## src/rtl/fbdiv_pkg.sv

```systemverilog
// Package: shared widths and mode-decode type for the feedback divider.
// Assumes a 16-bit divisor word with a 4-bit coarse shift by default.
package fbdiv_pkg;
    localparam int unsigned DIV_W        = 16;
    localparam int unsigned COARSE_SHIFT = 4;
    localparam int unsigned FLOOR_WIDE   = 272;
    localparam int unsigned FLOOR_COARSE = 4;

    typedef enum logic [1:0] {
        MODE_COARSE = 2'b00,
        MODE_FINE   = 2'b01,
        MODE_HIGH   = 2'b10
    } div_mode_e;

    // Decode the two mode bits into a mode value.
    function automatic div_mode_e decode_mode(input logic hi, input logic fine);
        if (hi)        return MODE_HIGH;
        else if (fine) return MODE_FINE;
        else           return MODE_COARSE;
    endfunction
endpackage

```

## src/rtl/fbdiv_setting.sv

```systemverilog
// Module: fbdiv_setting
// Turns the divisor word and mode into the counter reload value (N-1).
// It picks the LSB position for the mode and applies the floor clamp.
// Assumes FLOOR values are at least 2 and fit in W bits.
module fbdiv_setting
    import fbdiv_pkg::*;
#(
    parameter int unsigned W       = DIV_W,
    parameter int unsigned SHIFT   = COARSE_SHIFT,
    parameter int unsigned FLOOR_W = FLOOR_WIDE,
    parameter int unsigned FLOOR_C = FLOOR_COARSE
) (
    input  logic [W-1:0] word,
    input  logic         hi,
    input  logic         fine,
    output logic [W-1:0] reload
);
    localparam int unsigned CW = W - SHIFT;
    localparam logic [W-1:0] FLOOR_W_V = W'(FLOOR_W);
    localparam logic [W-1:0] FLOOR_C_V = W'(FLOOR_C);

    div_mode_e   mode;
    logic [W-1:0] raw;
    logic [W-1:0] floor_v;
    logic [W-1:0] n_eff;

    // Select the setting field and floor for the current mode, clamp, subtract one.
    always_comb begin
        mode = decode_mode(hi, fine);
        if (mode == MODE_COARSE) begin
            raw     = {{SHIFT{1'b0}}, word[W-1 -: CW]};
            floor_v = FLOOR_C_V;
        end else begin
            raw     = word;
            floor_v = FLOOR_W_V;
        end
        n_eff  = (raw < floor_v) ? floor_v : raw;
        reload = n_eff - W'(1);
    end
endmodule

```

## src/rtl/fbdiv_prescale.sv

```systemverilog
// Module: fbdiv_prescale
// Fixed divide-by-2 on the high-band tick stream, used only while high band is active.
// Its phase is cleared whenever high band is inactive or division is inhibited.
module fbdiv_prescale (
    input  logic clk,
    input  logic rst_n,
    input  logic clr,
    input  logic act_hi,
    input  logic hf_tick,
    output logic half_tick
);
    logic phase;

    // Toggle the phase on each high-band tick; hold it at zero otherwise.
    always_ff @(posedge clk) begin
        if (!rst_n || clr || !act_hi) phase <= 1'b0;
        else if (hf_tick)             phase <= ~phase;
    end

    assign half_tick = act_hi && hf_tick && phase && !clr;

    a_r2_tick_source: assert property (@(posedge clk) disable iff (!rst_n)
        half_tick |-> (hf_tick && act_hi));
    a_r2_phase_flip: assert property (@(posedge clk) disable iff (!rst_n)
        half_tick |=> !half_tick);
endmodule

```

## src/rtl/fbdiv_counter.sv

```systemverilog
// Module: fbdiv_counter
// Down counter: a counted event at zero is terminal and reloads; other events decrement.
// Clearing forces zero, so the next counted event is terminal.
module fbdiv_counter #(
    parameter int unsigned W     = 16,
    parameter int unsigned FLOOR = 3
) (
    input  logic         clk,
    input  logic         rst_n,
    input  logic         clr,
    input  logic         ev,
    input  logic [W-1:0] reload,
    output logic         term
);
    logic [W-1:0] cnt;
    logic         at_zero;

    assign at_zero = (cnt == '0);
    assign term    = ev && at_zero && !clr;

    // Reload at terminal count, decrement on other counted events.
    always_ff @(posedge clk) begin
        if (!rst_n || clr) cnt <= '0;
        else if (ev)       cnt <= at_zero ? reload : cnt - W'(1);
    end

    a_r7_count_step: assert property (@(posedge clk) disable iff (!rst_n)
        (!clr && ev && !at_zero) |=> (cnt == $past(cnt) - W'(1)));
    a_r5_reload_floor: assert property (@(posedge clk) disable iff (!rst_n)
        (!clr && ev && at_zero) |=> (cnt >= W'(FLOOR)));
    a_r7_count_hold: assert property (@(posedge clk) disable iff (!rst_n)
        (!clr && !ev) |=> $stable(cnt));
endmodule

```

## src/rtl/fbdiv_top.sv

```systemverilog
// Module: fbdiv_top
// Programmable feedback divider with band/step mode selection, prescale-by-2 in high band,
// a registered one-cycle output pulse and an inhibit that freezes division.
// Assumes hf_tick/lf_tick are synchronous one-cycle enables in the clk domain.
module fbdiv_top
    import fbdiv_pkg::*;
#(
    parameter int unsigned W       = DIV_W,
    parameter int unsigned SHIFT   = COARSE_SHIFT,
    parameter int unsigned FLOOR_W = FLOOR_WIDE,
    parameter int unsigned FLOOR_C = FLOOR_COARSE
) (
    input  logic         clk,
    input  logic         rst_n,
    input  logic         hf_tick,
    input  logic         lf_tick,
    input  logic [W-1:0] div_word,
    input  logic         band_hi,
    input  logic         step_fine,
    input  logic         inhibit,
    output logic         fb_pulse,
    output logic         hi_band_act,
    output logic         in_pulldown,
    output logic         cp_hiz
);
    localparam int unsigned MIN_FLOOR = (FLOOR_C < FLOOR_W) ? FLOOR_C : FLOOR_W;

    logic [W-1:0] reload;
    logic         half_tick;
    logic         ev;
    logic         term;

    fbdiv_setting #(
        .W(W), .SHIFT(SHIFT), .FLOOR_W(FLOOR_W), .FLOOR_C(FLOOR_C)
    ) u_setting (
        .word   (div_word),
        .hi     (band_hi),
        .fine   (step_fine),
        .reload (reload)
    );

    fbdiv_prescale u_prescale (
        .clk       (clk),
        .rst_n     (rst_n),
        .clr       (inhibit),
        .act_hi    (hi_band_act),
        .hf_tick   (hf_tick),
        .half_tick (half_tick)
    );

    // Counted event comes from the active band's stream.
    assign ev = !inhibit && (hi_band_act ? half_tick : lf_tick);

    fbdiv_counter #(
        .W(W), .FLOOR(MIN_FLOOR - 1)
    ) u_counter (
        .clk    (clk),
        .rst_n  (rst_n),
        .clr    (inhibit),
        .ev     (ev),
        .reload (reload),
        .term   (term)
    );

    // Latch the band at each terminal event, or track it while inhibited.
    always_ff @(posedge clk) begin
        if (!rst_n)                hi_band_act <= 1'b0;
        else if (inhibit || term)  hi_band_act <= band_hi;
    end

    // Register the terminal event into the output pulse.
    always_ff @(posedge clk) begin
        if (!rst_n || inhibit) fb_pulse <= 1'b0;
        else                   fb_pulse <= term;
    end

    assign in_pulldown = inhibit;
    assign cp_hiz      = inhibit;

    a_r6_single_pulse: assert property (@(posedge clk) disable iff (!rst_n)
        fb_pulse |=> !fb_pulse);
    a_r8_inhibit_quiet: assert property (@(posedge clk) disable iff (!rst_n)
        inhibit |=> !fb_pulse);
    a_r7_band_hold: assert property (@(posedge clk) disable iff (!rst_n)
        (!inhibit && !term) |=> $stable(hi_band_act));
    a_r6_pulse_cause: assert property (@(posedge clk) disable iff (!rst_n)
        $rose(fb_pulse) |-> $past(ev));
endmodule

```

## config.mk

```make
export PLATFORM = sky130hd
export DESIGN_NAME = fbdiv_top
export DESIGN_NICKNAME = d
export VERILOG_FILES = /design/src/rtl/fbdiv_pkg.sv /design/src/rtl/fbdiv_setting.sv /design/src/rtl/fbdiv_prescale.sv /design/src/rtl/fbdiv_counter.sv /design/src/rtl/fbdiv_top.sv
export SDC_FILE = /design/constraint.sdc
export NUM_CORES = 1
export LEC_CHECK = 0
export BUFFER_PORTS_ARGS = -buffer_cell sky130_fd_sc_hd__buf_4
export CORE_MARGIN = 4
export CORE_UTILIZATION = 54
export DETAILED_ROUTE_END_ITERATION = 6
export PLACE_DENSITY_LB_ADDON = 0.05
export SYNTH_ARGS = -nofsm -noshare
export SYNTH_HDL_FRONTEND = slang
export SYNTH_SLANG_ARGS = --single-unit
```

## constraint.sdc

```tcl
create_clock -name clk -period 4.65 [get_ports clk]
set_clock_uncertainty 0.05 [all_clocks]
set_input_delay 0.465 -clock clk [delete_from_list [all_inputs] [get_ports clk]]
set_output_delay 0.465 -clock clk [all_outputs]
set_load 0.05 [all_outputs]
```

==> flow_summary.ini <==
[status]
status = complete, no violations

[clock_network]
cts.repair_timing.setup_buffer_count = 0
cts_num_sinks = 19
htree_levels = 1
path_clk_slew_ps = 110
clk_latency_ps = 310
cts_buffers = 3
cts_root_buf = clkbuf_4
cts_tree = done
post_cts_resized = 0
clockBufferDepth = 2
hold_buffers = 0

[power]
p_per_area_mw_per_mm2 = 284
ir_drop_v = 0.000143
pwr-share-clk = 0.168
pwr-share-seq = 0.327
power_w = 0.000537
p_sw_w = 0.000242
combPwrFrac = 0.504
p_sw_frac = 0.451
internal_power_w = 0.000294
leakagePower_nw = 0.730

[setup_path]
cp-end-kind = flop
startpoint_type = flop
reg2reg_from = u_counter.cnt[7]
path_cells = nor3_2, and3_1, nand2_1, nor2_1, a21oi_1, ha_1, inv_1, a2111oi_4, nand3_4, or4_1, nand3_1
cp.arrival_ps = 3350
crit_fanout = 13
critPathKind = reg2reg
cpMaxStageDelayCell = or4_1
cp.required_ps = 4850
slowest_delay_ps = 570
cp-startpoint = u_counter.cnt[7]

[placement]
portBuffers = 26
place_congestion = 0.947
dp.cells = 279
dpl.hpwl_um = 3710

[timing]
relSlewSlack = 0.328
finalHoldViolCount = 0
max_freq_mhz = 317
setup_tns_ps = 0
grt_setup_unrepaired = no
final-max-slew-violation-count = 0
worst_slew_pin_slew_ps = 1010
period_needed_ps = 3150
setup_violations = 0
finalCritPeriodShare = 0.678

[global_route]
grt_start_max_net_pins = 24
grt_overflow_total = 0
grt_pass1_vias = 1698
grt_pass1_wl_um = 8020
grt_usage = 0.245
antenna_found_initial = 0

[routing]
firstDrtPassIters = 5
drc = 0
drt-initial-drc-count = 214
totalWireLength_um = 5020
routedWlPerCell_um = 17.7
antenna_left = 0
viasPerCell = 6.75
via_count = 1909

[finish]
final_cell_mix = buf_4 (26), nand2_1 (24), dfxtp_1 (19)
layout_commonest_cell = buf_4
final_layout_size_suffix_gt1_frac = 0.197
syn_to_final_growth_pct = 11.4
fin_nets = 264
instances_no_fill = 283
n_antenna_cell = 0

[synthesis]
synth_top_cell_area_share = 0.224
ys_top_cells_by_area = dfxtp_1 (22%), nand2_1 (5.3%), nand3_1 (4.1%), a21oi_1 (3.8%), or4_1 (3.5%)
async_reset_ff_frac = 0
synth_fp_nets = 245
ys_seq_elements = 19
yosys.area.top_type = dfxtp_1
synthCells = 221
ys_warn_count = 0
ys_seq_area_frac = 0.224
synthFlopType = dfxtp_1
ys_types = 59
synth-edff-count = 0
synth_area_mm2 = 0.00170
syn_avg_cell_area_um2 = 7.67

[flow_run]
drv_cap = 0

[floorplanning]
die_y_um = 64.0
start_util = 0.560
num_rows = 20
die_w_um = 64.0
ios = 27
core_area_mm2 = 0.00303
die-area_mm2 = 0.00410

[hold_path]
worstHoldStart = rst_n
min_path_type = in2reg
[final timing paths]
| check | to | cells after the start | slack [ps] |
|---|---|---|---|
| max | u_counter.cnt[10] | 11 | 1500 |
| min reg2reg | u_counter.cnt[0] | 2 | 460 |
| max reg2reg | u_counter.cnt[10] | 11 | 1500 |
| min | hi_band_act | 2 | 350 |
[kinds of logic after synthesis]
| kind of cell | share of synthesized area |
|---|---|
| AND/OR/NAND/NOR | 0.392 |
| AO/OA/AOI/OAI | 0.288 |
| flip-flops | 0.224 |
| buffers and inverters | 0.0539 |
| multiplexers | 0.0295 |
| XOR/XNOR | 0.00517 |
| adder cells (fa/ha/maj) | 0.00738 |
[per-layer routing]
| metal | track usage | up-vias | share of wire |
|---|---|---|---|
| met3 | 0.0475 | 12 | 0.11 |
| met1 | 0.346 | 879 | 0.43 |
| met2 | 0.352 | 121 | 0.43 |
| met5 | 0 | - | 0 |
| met4 | 0.119 | 0 | 0.023 |
| li1 | - | 897 | - |
[final cells by class]
class                   count  area [µm²]
inverters                   2        7.51
fillers                   278        1140
clock buffers               4        26.3
multi-input cells         188        1220
flip-flops and latches     19         380
repair buffers             26         195
well taps                  44        55.1
[sequential cells by signal, indices dropped and copies added (netlist names)]
signal / count
fb_pulse: 1
hi_band_act: 1
u_prescale.phase: 1
u_counter.cnt: 16
[synthesized netlist by cell type, drive strengths merged (6+ instances only)]
library cell  count
nor3             14
a21oi            13
or4               8
nor4              6
nand3            15
a31oi             6
nand2            24
and2              6
buf               7
dfxtp            19
nor2             15
o21ai            11
[metrics by stage]
step           instance area (µm²)  hold slack (ps)  utilization  worst slack [ps]
3_5_place_dp                  1860              432        0.615              1360
2_1_floorplan                 1700              399            -              1780
5_1_grt                       1890              343        0.624              1320
4_1_cts                       1890              349        0.624              1600
3_3_place_gp                  1860              419        0.615              1500
6_report                      1890              354        0.624              1500
[power by group through the flow]
stage / combinational, W / clock (W) / sequential, W
floorplan: 0.000199 / 0 / 0.000181
global placement: 0.000256 / 0 / 0.000179
detailed placement: 0.000261 / 0 / 0.000179
CTS: 0.000263 / 0.0000932 / 0.000175
global route: 0.000294 / 0.0000995 / 0.000177
finish: 0.000271 / 0.0000903 / 0.000176
[critical path, delay by kind of cell, from the launching register on]
| kind | cells | cell delay [ps] |
|---|---|---|
| compound gates | 2 | 570 |
| fa+ha+maj | 1 | 220 |
| buf+inv | 1 | 80 |
| flops | 1 | 470 |
| simple gates | 7 | 1700 |
No activity file was read; power rests on OpenSTA's default activity.
